[src/rtl/dspi_pkg.sv]
package dspi_pkg;
  typedef enum logic [2:0] {
    PH_IDLE,
    PH_SEND,
    PH_DATA,
    PH_TAIL,
    PH_GAP
  } phase_e;

  localparam logic [7:0] DUAL_READ_CMD = 8'h3B;
  localparam int         HDR_BITS      = 40;
  localparam int         ADDR_BITS     = 24;
endpackage

[src/rtl/dspi_sck_gen.sv]
module dspi_sck_gen #(
  parameter int HALF_DIV = 2
) (
  input  logic clk,
  input  logic rst_n,
  input  logic run,
  output logic sck,
  output logic rise_stb,
  output logic fall_stb
);
  localparam int CW = (HALF_DIV > 1) ? $clog2(HALF_DIV) : 1;

  logic [CW-1:0] cnt_q, cnt_d;
  logic          sck_q, sck_d;
  logic          wrap;

  assign wrap = (cnt_q == CW'(HALF_DIV - 1));

  always_comb begin
    cnt_d = cnt_q;
    sck_d = sck_q;
    if (run) begin
      if (wrap) begin
        cnt_d = '0;
        sck_d = ~sck_q;
      end else begin
        cnt_d = cnt_q + 1'b1;
      end
    end
  end

  always_ff @(posedge clk or negedge rst_n) begin
    if (!rst_n) begin
      cnt_q <= '0;
      sck_q <= 1'b0;
    end else begin
      cnt_q <= cnt_d;
      sck_q <= sck_d;
    end
  end

  assign sck      = sck_q;
  assign rise_stb = run && wrap && !sck_q;
  assign fall_stb = run && wrap &&  sck_q;
endmodule

[src/rtl/dspi_tx_shift.sv]
module dspi_tx_shift
  import dspi_pkg::*;
(
  input  logic                 clk,
  input  logic                 rst_n,
  input  logic                 load,
  input  logic [ADDR_BITS-1:0] addr,
  input  logic                 shift,
  output logic                 sio0_o
);
  logic [HDR_BITS-1:0] sr_q, sr_d;

  always_comb begin
    sr_d = sr_q;
    if (load)
      sr_d = {DUAL_READ_CMD, addr, 8'h00};
    else if (shift)
      sr_d = {sr_q[HDR_BITS-2:0], 1'b0};
  end

  always_ff @(posedge clk or negedge rst_n) begin
    if (!rst_n) sr_q <= '0;
    else        sr_q <= sr_d;
  end

  assign sio0_o = sr_q[HDR_BITS-1];
endmodule

[src/rtl/dspi_rx_stream.sv]
module dspi_rx_stream (
  input  logic       clk,
  input  logic       rst_n,
  input  logic       start,
  input  logic       capture,
  input  logic       last_in,
  input  logic       sio1_i,
  input  logic       sio0_i,
  input  logic       out_ready,
  output logic       byte_edge,
  output logic       out_valid,
  output logic [7:0] out_data,
  output logic       fin
);
  logic [1:0] pair_q, pair_d;
  logic [5:0] acc_q, acc_d;
  logic [7:0] data_q, data_d;
  logic       vld_q, vld_d;
  logic       last_q, last_d;

  assign byte_edge = (pair_q == 2'd3);

  always_comb begin
    pair_d = pair_q;
    acc_d  = acc_q;
    data_d = data_q;
    vld_d  = vld_q;
    last_d = last_q;
    if (vld_q && out_ready) vld_d = 1'b0;
    if (start) begin
      pair_d = 2'd0;
    end else if (capture) begin
      pair_d = pair_q + 2'd1;
      if (byte_edge) begin
        data_d = {acc_q, sio1_i, sio0_i};
        vld_d  = 1'b1;
        last_d = last_in;
      end else begin
        acc_d = {acc_q[3:0], sio1_i, sio0_i};
      end
    end
  end

  always_ff @(posedge clk or negedge rst_n) begin
    if (!rst_n) begin
      pair_q <= 2'd0;
      acc_q  <= '0;
      data_q <= '0;
      vld_q  <= 1'b0;
      last_q <= 1'b0;
    end else begin
      pair_q <= pair_d;
      acc_q  <= acc_d;
      data_q <= data_d;
      vld_q  <= vld_d;
      last_q <= last_d;
    end
  end

  assign out_valid = vld_q;
  assign out_data  = data_q;
  assign fin       = vld_q && out_ready && last_q;
endmodule

[src/rtl/dspi_burst_reader.sv]
module dspi_burst_reader
  import dspi_pkg::*;
#(
  parameter int HALF_DIV = 2,
  parameter int LEN_W    = 16,
  parameter int GAP_SCK  = 2
) (
  input  logic             clk,
  input  logic             rst_n,
  input  logic             req_valid,
  output logic             req_ready,
  input  logic [23:0]      req_addr,
  input  logic [LEN_W-1:0] req_len,
  output logic             req_err,
  output logic             busy,
  output logic             done,
  output logic             out_valid,
  input  logic             out_ready,
  output logic [7:0]       out_data,
  output logic             flash_cs_n,
  output logic             flash_sck,
  output logic             sio0_o,
  output logic             sio0_oe,
  input  logic             sio0_i,
  input  logic             sio1_i
);
  localparam int GAP_CYC  = 2 * HALF_DIV * GAP_SCK;
  localparam int GAP_W    = $clog2(GAP_CYC + 1);
  localparam int BIT_W    = $clog2(HDR_BITS + 1);

  logic             rst_meta_q, rst_sync_q, rst_i;
  phase_e           ph_q, ph_d;
  logic [BIT_W-1:0] bit_q, bit_d;
  logic [LEN_W-1:0] left_q, left_d;
  logic [GAP_W-1:0] gap_q, gap_d;
  logic             cs_n_q, cs_n_d;
  logic             oe_q, oe_d;
  logic             busy_q, busy_d;
  logic             err_q, err_d;

  logic             take, go, refuse;
  logic             run, stall, capture;
  logic             sck, rise_stb, fall_stb;
  logic             byte_edge, fin;

  // asynchronous assertion, synchronous release
  always_ff @(posedge clk or negedge rst_n) begin
    if (!rst_n) begin
      rst_meta_q <= 1'b0;
      rst_sync_q <= 1'b0;
    end else begin
      rst_meta_q <= 1'b1;
      rst_sync_q <= rst_meta_q;
    end
  end
  assign rst_i = rst_sync_q;

  assign req_ready = (ph_q == PH_IDLE);
  assign take      = req_valid && req_ready;
  assign go        = take && (req_len != '0);
  assign refuse    = take && (req_len == '0);

  assign stall   = (ph_q == PH_DATA) && byte_edge && !sck && out_valid && !out_ready;
  assign run     = (ph_q == PH_SEND) || (ph_q == PH_TAIL) || ((ph_q == PH_DATA) && !stall);
  assign capture = rise_stb && (ph_q == PH_DATA);

  always_comb begin
    ph_d   = ph_q;
    bit_d  = bit_q;
    left_d = left_q;
    gap_d  = gap_q;
    cs_n_d = cs_n_q;
    oe_d   = oe_q;
    busy_d = busy_q;
    err_d  = 1'b0;
    if (fin) busy_d = 1'b0;
    unique case (ph_q)
      PH_IDLE: begin
        if (go) begin
          ph_d   = PH_SEND;
          cs_n_d = 1'b0;
          oe_d   = 1'b1;
          bit_d  = '0;
          left_d = req_len;
          busy_d = 1'b1;
        end
        if (refuse) err_d = 1'b1;
      end
      PH_SEND: begin
        if (rise_stb) bit_d = bit_q + 1'b1;
        if (fall_stb && bit_q == BIT_W'(HDR_BITS)) begin
          ph_d = PH_DATA;
          oe_d = 1'b0;
        end
      end
      PH_DATA: begin
        if (capture && byte_edge) begin
          left_d = left_q - 1'b1;
          if (left_q == LEN_W'(1)) ph_d = PH_TAIL;
        end
      end
      PH_TAIL: begin
        if (fall_stb) begin
          cs_n_d = 1'b1;
          gap_d  = '0;
          ph_d   = PH_GAP;
        end
      end
      PH_GAP: begin
        if (gap_q != GAP_W'(GAP_CYC - 1)) gap_d = gap_q + 1'b1;
        else if (!busy_q)                 ph_d  = PH_IDLE;
      end
      default: ph_d = PH_IDLE;
    endcase
  end

  always_ff @(posedge clk or negedge rst_i) begin
    if (!rst_i) begin
      ph_q   <= PH_IDLE;
      bit_q  <= '0;
      left_q <= '0;
      gap_q  <= '0;
      cs_n_q <= 1'b1;
      oe_q   <= 1'b0;
      busy_q <= 1'b0;
      err_q  <= 1'b0;
    end else begin
      ph_q   <= ph_d;
      bit_q  <= bit_d;
      left_q <= left_d;
      gap_q  <= gap_d;
      cs_n_q <= cs_n_d;
      oe_q   <= oe_d;
      busy_q <= busy_d;
      err_q  <= err_d;
    end
  end

  dspi_sck_gen #(.HALF_DIV(HALF_DIV)) i_sck (
    .clk      (clk),
    .rst_n    (rst_i),
    .run      (run),
    .sck      (sck),
    .rise_stb (rise_stb),
    .fall_stb (fall_stb)
  );

  dspi_tx_shift i_tx (
    .clk    (clk),
    .rst_n  (rst_i),
    .load   (go),
    .addr   (req_addr),
    .shift  (fall_stb && (ph_q == PH_SEND)),
    .sio0_o (sio0_o)
  );

  dspi_rx_stream i_rx (
    .clk       (clk),
    .rst_n     (rst_i),
    .start     (go),
    .capture   (capture),
    .last_in   (left_q == LEN_W'(1)),
    .sio1_i    (sio1_i),
    .sio0_i    (sio0_i),
    .out_ready (out_ready),
    .byte_edge (byte_edge),
    .out_valid (out_valid),
    .out_data  (out_data),
    .fin       (fin)
  );

  assign flash_sck  = sck;
  assign flash_cs_n = cs_n_q;
  assign sio0_oe    = oe_q;
  assign busy       = busy_q;
  assign req_err    = err_q;
  assign done       = fin;
endmodule

[config.mk]
export PLATFORM = sky130hd
export DESIGN_NAME = dspi_burst_reader
export DESIGN_NICKNAME = d
export VERILOG_FILES = /design/src/rtl/dspi_pkg.sv /design/src/rtl/dspi_sck_gen.sv /design/src/rtl/dspi_tx_shift.sv /design/src/rtl/dspi_rx_stream.sv /design/src/rtl/dspi_burst_reader.sv
export SDC_FILE = /design/constraint.sdc
export NUM_CORES = 1
export LEC_CHECK = 0
export BUFFER_PORTS_ARGS = -buffer_cell sky130_fd_sc_hd__buf_4
export CORE_ASPECT_RATIO = 0.75
export CORE_MARGIN = 2
export CORE_UTILIZATION = 57
export DETAILED_ROUTE_END_ITERATION = 16
export PLACE_DENSITY = 0.8
export SETUP_SLACK_MARGIN = 0.1
export SLEW_MARGIN = 10
export SYNTH_ARGS = -nofsm -noshare
export SYNTH_HDL_FRONTEND = slang
export SYNTH_SLANG_ARGS = --single-unit
export TNS_END_PERCENT = 30
[constraint.sdc]
create_clock -name clk -period 2.8 [get_ports clk]
set_input_delay 0.28 -clock clk [delete_from_list [all_inputs] [get_ports clk]]
set_output_delay 0.28 -clock clk [all_outputs]
set_load 0.01 [all_outputs]
==> flow_summary.json, run 1 <==
{
  "power_density_nw_per_um2": 461,
  "setup_viol": 0,
  "cts_root_buf": "clkbuf_8",
  "drt-wirelength-per-cell_um": 15.9,
  "drt-total-wl_mm": 9.48,
  "hpwl_mm": 6.48,
  "clockBufferDepth": 2,
  "tns_ns": 0,
  "fmax_mhz": 455,
  "grt_pass1_wl_mm": 15.8,
  "end_kind": "flip-flop",
  "slew_viol_final": 0,
  "cp_slowest_cell": "a21oi_1",
  "dieArea_um2": 8020,
  "cp_cell_sequence": "nor3b_4 > buf_4 > and3_4 > a21oi_1 > a21oi_1 > o22ai_1",
  "clock_latency_ns": 0.35,
  "slew_headroom_pct": 28.6,
  "rsz0062_at_grt": "no",
  "netlist_instances": 437,
  "critPathMaxStageDelay_ns": 0.67,
  "cts_setup_buffers": 0,
  "status": "finished, final reports clean",
  "cts_buffers": 9,
  "min_period_ns": 2.20,
  "crit_path_start_kind": "flip-flop",
  "fillers": 534,
  "ant_nets": 0,
  "skew_ns": 0.0121,
  "syn_to_final_growth_pct": 17.8,
  "ys_seq_area_share_pct": 52.3,
  "antenna_found_initial": 0,
  "path_common_cell": "a21oi_1",
  "worstSetupPathType": "reg -> reg",
  "required_ns": 3.06,
  "tritoncts": "yes",
  "grt_overflow_total": 0,
  "cts_sinks": 87,
  "drtIter0Drc": 241,
  "max-vdd-ir-drop_uv": 426,
  "tightest_slew_ns": 1.07,
  "yosys_warnings": 0,
  "utilization_pct": 70.8,
  "finalCritPeriodShare_pct": 78.5,
  "post_drt_via_cell_ratio": 5.79,
  "p_leak_nw": 2.43,
  "netlist_area_um2": 4170,
  "syn_nets": 489,
  "async_reset_ff_share_pct": 100,
  "die_y_um": 78.0,
  "die_x_um": 103,
  "avgSynthCellArea_um2": 9.53,
  "hold_viol": 0,
  "rows": 26,
  "core_um2": 6930,
  "clk_pin_slew_ns": 0.08,
  "drc": 0,
  "routed-via-count": 3454,
  "grt_max_degree": 86,
  "numPortBuffers": 62,
  "hold_class": "in -> reg",
  "grt_usage_pct": 25.1,
  "grt_pass1_vias": 3342,
  "ys_ff_latch": 87,
  "critPathArrivalTime_ns": 2.46,
  "yosysUniqueCellTypes": 58,
  "h-tree-depth": 3,
  "ys.flop_type": "dfrtp_1",
  "antenna_cells": 0,
  "gp_congestion": 0.932,
  "first_pass_iters": 5,
  "io_pins": 63,
  "start_util_pct": 60.1,
  "synth_edf_count": 0,
  "cp_max_fo": 15,
  "layout-drive-gt1-share_pct": 21.4,
  "num-nets-final": 546,
  "drv_cap": 0
}
[worst max-delay path: cells and delay by family (launching register included)]
kind / cells / cell delay (ns)
AO/OA/AOI/OAI: 3 / 0.94
AND/OR/NAND/NOR: 2 / 0.46
flip-flops: 1 / 0.51
buffers and inverters: 1 / 0.20
[layout make-up]
type / instances / area [um2] / share of cell area, %
clock buffer: 12 / 165 / 3.36
clock inverter: 4 / 52.6 / 1.07
inverter: 7 / 26.3 / 0.535
multi-input combinational: 321 / 1850 / 37.6
sequential: 87 / 2180 / 44.5
tap: 98 / 123 / 2.50
timing repair buffer: 68 / 513 / 10.5
[per-layer routing]
metal,vias to the layer above,global-route usage (%),part of all wire (%)
li1,1647,-,-
met1,1689,36.3,46
met4,0,5.73,0.96
met3,13,5.88,6.0
met2,105,38.8,47
met5,-,0,0
[registers in the layout, indices dropped and copies added (netlist names), 2 cells and up]
signal / flops
i_rx.acc_q: 6
i_rx.out_data: 8
gap_q: 4
left_q: 16
bit_q: 6
i_rx.pair_q: 2
ph_q: 3
i_tx.sr_q: 32
[Yosys cell counts (3+ instances only)]
| master | instances | area share, % |
|---|---|---|
| nand3_1 | 8 | 0.96 |
| dfrtp_1 | 86 | 52 |
| o31ai_1 | 5 | 0.90 |
| a221o_1 | 3 | 0.72 |
| clkbuf_1 | 17 | 1.5 |
| nand4_1 | 5 | 0.75 |
| nor4_1 | 6 | 0.90 |
| or3_1 | 3 | 0.45 |
| nor2_1 | 37 | 3.3 |
| mux2_2 | 8 | 2.2 |
| buf_6 | 3 | 0.81 |
| a21oi_1 | 23 | 2.8 |
| and3_1 | 4 | 0.60 |
| inv_1 | 7 | 0.63 |
| nand2_1 | 98 | 8.8 |
| o21ai_1 | 18 | 2.2 |
| and2_1 | 4 | 0.60 |
| ha_1 | 6 | 1.8 |
| nand3b_1 | 4 | 0.72 |
| nor2b_1 | 5 | 0.75 |
| o21ai_0 | 6 | 0.72 |
| nor3_1 | 6 | 0.72 |
| a22oi_1 | 24 | 4.3 |
| o22ai_1 | 6 | 0.90 |
| xor2_1 | 6 | 1.3 |
[cells in the final DEF (no fill, tap or decap), drive strengths merged, types with 7 or more instances in the layout]
master  instances
nand2          98
dfrtp          86
buf            67
nor2           37
o21ai          25
a22oi          24
a21oi          23
clkbuf         12
mux2            9
nand3           8
inv             7
nor3            7
[where the power goes]
group / switching [mW] / total [mW] / internal [mW]
registers: 0.0227 / 1.28 / 1.26
clock network: 0.435 / 0.922 / 0.487
logic: 0.0176 / 0.0604 / 0.0428
[final timing paths]
kind / start / endpoint / slack, ns / depth (start not counted)
max reg2reg: ph_q[1] / left_q[0] / 0.60 / 6
min reg2reg: rst_meta_q / rst_i / 0.36 / 0
max: ph_q[1] / left_q[0] / 0.60 / 6
min in group asynchronous: rst_n / rst_meta_q / 0.24 / 2
min: req_addr[0] / i_tx.sr_q[8] / 0.12 / 3
max in group asynchronous: rst_i / i_rx.last_q / 1.58 / 0
[per-stage QoR]
stage	setup WS, ns	instances	area, um2	power [mW]	hold slack, ns
2_1_floorplan	0.199	437	4170	1.30	-0.0156
3_3_place_gp	0.650	580	4680	1.36	0.0625
3_5_place_dp	0.592	580	4680	1.37	0.0636
4_1_cts	0.627	597	4910	2.27	0.120
5_1_grt	0.422	597	4910	2.34	0.124
6_report	0.601	597	4910	2.26	0.121
[logic make-up (layout without fill, tap and decap cells)]
group	Yosys count	after routing	synth area share, %
AOI/OAI and AO/OA	97	97	15.2
xor gates and xnor gates	6	6	1.26
adders and majority gates	6	6	1.80
buffers and inverters	29	91	3.45
DFF	87	87	52.3
muxes	11	11	2.91
other	1	1	0.0900
and+or+nand+nor	200	200	23.0
[timing repair]
action / in CTS / in global routing
hold buffers: 1 / 0
gates resized for setup: 0 / 0
hold endpoints to repair: 2 / 0
(Power assumes the default switching activity.)
==> run 2: changes to the inputs <==
CORE_UTILIZATION = 51   (was 57)
PLACE_DENSITY = 0.76   (was 0.8)
clock period = 1.8 ns   (was 2.8 ns; I/O delays follow)
==> run 2 against run 1 <==
Net effect:
- the flow now finishes with violations (setup timing)
- critical endpoint is now left_q[14]
- sequential power is 54% higher
- flip-flop and latch count stayed put
- highest routed layer unchanged
- combinational power is 110% higher
- largest power group unchanged
==> flow_summary.json, run 2 (synthesis gave the netlist of run 1 again) <==
{
  "status": "complete, but fails checks",
  "violations": "setup timing",
  "layout-drive-gt1-share_pct": 32.7,
  "grt_overflow_total": 0,
  "crit_path_start_kind": "flip-flop",
  "ff2ff_path_depth": 5,
  "utilization_pct": 69.4,
  "clk_pin_slew_ns": 0.09,
  "min_period_ns": 1.86,
  "die_y_um": 82.3,
  "power_mw": 3.74,
  "setup_ws_ns": -0.0635,
  "drt-met1-wl_mm": 4.62,
  "dp_slack_ns": -0.172,
  "tritoncts": "yes",
  "drc": 0,
  "grt_max_degree": 34,
  "fmax_mhz": 537,
  "cp_num_buf_inv": 0,
  "drv_cap": 0,
  "ant_nets": 0,
  "hpwl_mm": 6.92,
  "h-tree-depth": 3,
  "core_um2": 7920,
  "grt_pass1_vias": 3366,
  "hold_class": "in -> reg",
  "top_layer": "met4",
  "cts_buffers": 9,
  "critPathMaxStageDelay_ns": 0.54,
  "worst_hold_slack_ns": 0.0114,
  "hold_viol": 0,
  "reg2reg_to": "left_q[14]",
  "die_x_um": 108,
  "antenna_found_initial": 0,
  "syn_to_final_growth_pct": 31.9,
  "postLayoutCellArea_um2": 5500,
  "hold_path_end": "i_rx.out_data[1]",
  "start_util_pct": 52.6,
  "min_from": "sio1_i",
  "cts_root_buf": "clkbuf_8",
  "p_leak_nw": 2.69,
  "max-vdd-ir-drop_uv": 652,
  "slew_viol_final": 0,
  "cts_sinks": 87,
  "io_pins": 63,
  "antenna_cells": 0,
  "worstSetupPathType": "reg -> reg",
  "clock_latency_ns": 0.38,
  "final_common_cell": "buf_4",
  "holdPathStages": 3,
  "r2r_setup_slack_ns": -0.06,
  "finalCritPeriodShare_pct": 104,
  "cp_cell_sequence": "or4_4 > or3_4 > o21ai_2 > nand2_1 > a221o_1",
  "crit_family": "simple AND/OR/NAND/NOR gates",
  "numPortBuffers": 62,
  "setup_viol": 4,
  "gp_congestion": 0.884,
  "num-nets-final": 592,
  "required_ns": 2.07,
  "wl_met3_um": 706,
  "dieArea_um2": 8920,
  "grt_pass1_wl_mm": 16.3,
  "post_drt_via_cell_ratio": 5.53,
  "cp_slowest_cell": "or4_4",
  "regToRegStartpoint": "left_q[11]",
  "largest_reg_flops": 32,
  "critPathArrivalTime_ns": 2.13,
  "grt_usage_pct": 24.0,
  "drt-wirelength-per-cell_um": 15.6,
  "drtIter0Drc": 261,
  "power_density_nw_per_um2": 680,
  "final_cell_mix": "102 x buf_4, 94 x nand2_1, 83 x dfrtp_1, 36 x nor2_1, 24 x a22oi_1",
  "clockBufferDepth": 2,
  "drt-total-wl_mm": 10.1,
  "dpl_cell_area_um2": 5020,
  "cp_max_fo": 4,
  "end_kind": "flip-flop",
  "wl_met2_mm": 4.61,
  "rows": 28,
  "routed-via-count": 3589,
  "skew_ns": 0.00904,
  "fillers": 615,
  "first_pass_iters": 4,
  "rsz0062_at_grt": "yes",
  "regMostFlops": "i_tx.sr_q"
}
-- run 2: layout make-up --
class                           instances  area, um2  share of cell area, %
Clock inverter                          5        108                   1.96
Sequential cell                        87       2180                   39.8
Multi-Input combinational cell        321       1980                   36.0
Tap cell                              105        131                   2.39
Timing Repair Buffer                  114        941                   17.1
Clock buffer                           10        128                   2.32
Inverter                                7       26.3                  0.478
-- run 2: routing by layer --
metal	global-route usage (%)	vias up
met5	0	-
met4	9.49	0
met3	6.44	16
met2	37.5	120
met1	32.2	1723
li1	-	1730
-- run 2: report_power, final --
group          internal, mW  switching [mW]  leakage [nW]  total [mW]
clock network         0.920           0.721         0.117        1.64
registers              1.96          0.0139          1.16        1.97
logic                0.0752          0.0526          1.41       0.128
-- run 2: worst max path at each step --
stage               start         end  cells past startpoint
2_1_floorplan  left_q[12]  left_q[14]                      6
3_3_place_gp   left_q[12]  left_q[14]                      5
3_5_place_dp   left_q[12]     ph_q[0]                      5
4_1_cts        left_q[11]  left_q[14]                      5
5_1_grt        left_q[11]  left_q[14]                      5
6_report       left_q[11]  left_q[14]                      5
-- run 2: worst min-delay path, delay by kind of cell --
kind          cells  cell delay, ns
simple gates      2            0.09
buf+inv           1            0.08
-- run 2: repair_timing --
item                                   in CTS  in global routing
setup buffers                               2                  5
pin swaps                                  13                  9
endpoints found under the hold margin       4                  0
setup endpoints to repair                  11                 46
gates resized for setup                    18                 21
hold buffers                                3                  0
-- run 2: stage by stage --
step	instances	setup TNS, ns
floorplan	437	-0.829
global placement	624	-0.484
detailed placement	624	-0.738
CTS	644	-0.159
global route	649	-0.393
finish	649	-0.151
==> run 3: changes to the inputs <==
CORE_MARGIN = not set   (was 2)
CORE_UTILIZATION = 45   (was 51)
PLACE_DENSITY = 0.68   (was 0.76)
==> run 3 against run 2 <==
Net effect:
- the run still ends with setup timing left
- flip-flop and latch count stayed put
- die area grew 8.2%
- non-clock buffer count increased by 5
- power is 8.8% higher
- sequential power barely moved
- clock power is 20% higher
- count of clock-buffer cells in the layout grew 2
- cell count increased by 2.0%
- setup slack got worse by 0.011 ns
- maximum frequency shrank 0.58%
- first-iteration DRC count is 34% higher
- global-route usage fell by 1.2 points
- largest cell class unchanged
- largest power group unchanged
==> flow_summary.json, run 3 (synthesis gave the netlist of run 1 again) <==
{
  "status": "complete, but fails checks",
  "violations": "setup timing",
  "postLayoutCellArea_um2": 5620,
  "cts_root_buf": "clkbuf_16",
  "setup_ws_ns": -0.0744,
  "die_x_um": 113,
  "gp_congestion": 0.821,
  "dp_slack_ns": -0.175,
  "rsz0062_at_grt": "yes",
  "grt_usage_pct": 22.7,
  "drtIter0Drc": 351,
  "cts_sinks": 87,
  "ff2ff_path_depth": 5,
  "skew_ns": 0.00566,
  "dpl_cell_area_um2": 5040,
  "clk_pin_slew_ns": 0.06,
  "h-tree-depth": 3,
  "grt_pass1_vias": 3542,
  "post_drt_via_cell_ratio": 5.48,
  "antenna_found_initial": 0,
  "critPathArrivalTime_ns": 2.16,
  "die_y_um": 85.3,
  "fmax_mhz": 534,
  "required_ns": 2.08,
  "stdcell_count": 662,
  "clockBufferDepth": 2,
  "max-vdd-ir-drop_uv": 747,
  "drt-wirelength-per-cell_um": 15.7,
  "grt_max_degree": 38,
  "antenna_cells": 0,
  "ant_nets": 0,
  "worst_hold_slack_ns": 0.0429,
  "cts_buffers": 9,
  "grt_overflow_total": 0,
  "drt-total-wl_mm": 10.4,
  "crit_path_start_kind": "flip-flop",
  "first_pass_iters": 5,
  "drv_cap": 0,
  "holdPathStages": 3,
  "regMostFlops": "i_tx.sr_q",
  "power_mw": 4.06,
  "largest_reg_flops": 32,
  "grt_pass1_wl_mm": 17.0,
  "hold_viol": 0,
  "hpwl_mm": 7.02,
  "dieArea_um2": 9650,
  "start_util_pct": 46.3,
  "end_kind": "flip-flop",
  "io_pins": 63,
  "dp_cells": 636,
  "slew_headroom_pct": 64.0,
  "tns_ns": -0.228,
  "setup_viol": 4,
  "syn_to_final_growth_pct": 34.9,
  "clock_latency_ns": 0.34,
  "fillers": 758,
  "cp_max_fo": 4,
  "finalCritPeriodShare_pct": 104,
  "p_leak_nw": 2.78,
  "hold_class": "in -> reg",
  "utilization_pct": 62.4,
  "worstSetupPathType": "reg -> reg",
  "min_period_ns": 1.87,
  "drc": 0,
  "routed-via-count": 3628,
  "final_cell_mix": "110 x buf_4, 94 x nand2_1, 84 x dfrtp_1, 34 x nor2_1, 24 x a22oi_1",
  "slew_viol_final": 0,
  "final_common_cell": "buf_4",
  "layout-drive-gt1-share_pct": 34.2,
  "rows": 30,
  "core_um2": 9010,
  "numPortBuffers": 62,
  "tightest_slew_ns": 0.539,
  "power_density_nw_per_um2": 723,
  "num-nets-final": 597,
  "tritoncts": "yes"
}
[run 3: worst paths after layout]
check | from | slack [ns] | end
hold reg to reg | rst_i | 0.28 | i_tx.sr_q[13]
max in group asynchronous | rst_i | 0.92 | ph_q[1]
setup reg to reg | left_q[9] | -0.07 | left_q[14]
min in group asynchronous | rst_n | 0.15 | rst_i
setup / recovery | left_q[9] | -0.07 | left_q[14]
hold / removal | sio1_i | 0.04 | i_rx.out_data[1]
[run 3: repair_timing]
action | CTS | global route
hold endpoints to repair | 2 | 0
hold buffers | 1 | 0
setup endpoints to repair | 12 | 41
gates resized for setup | 21 | 23
pin swaps | 10 | 11
setup buffers | 1 | 8
[run 3: worst max-delay path, cell delays in order, from the launching register on]
cell and delay [ns]:
dfrtp_1 0.37, or4_4 0.54, or3_4 0.38, buf_6 0.15, nor4_4 0.23, a221o_1 0.14
[run 3: where the power goes]
group          total (mW)  switching, mW  internal (mW)
logic               0.123         0.0509         0.0725
clock network        1.97          0.777           1.19
registers            1.97         0.0152           1.96
total                4.06          0.843           3.22
[run 3: final cells by class]
type | count | area (um2) | share of cell area [%]
Tap cell | 112 | 140 | 2.49
Sequential cell | 87 | 2180 | 38.8
Clock inverter | 4 | 51.3 | 0.913
Inverter | 7 | 26.3 | 0.467
Clock buffer | 12 | 267 | 4.74
Timing Repair Buffer | 119 | 945 | 16.8
Multi-Input combinational cell | 321 | 2010 | 35.7
[run 3: routing by layer]
| layer | up-vias | share of wire [%] | track usage (%) |
|---|---|---|---|
| met3 | 6 | 6.1 | 7.29 |
| met1 | 1754 | 46 | 30.8 |
| met5 | - | 0 | 0 |
| li1 | 1745 | - | - |
| met2 | 123 | 47 | 35.6 |
| met4 | 0 | 0.63 | 5.74 |
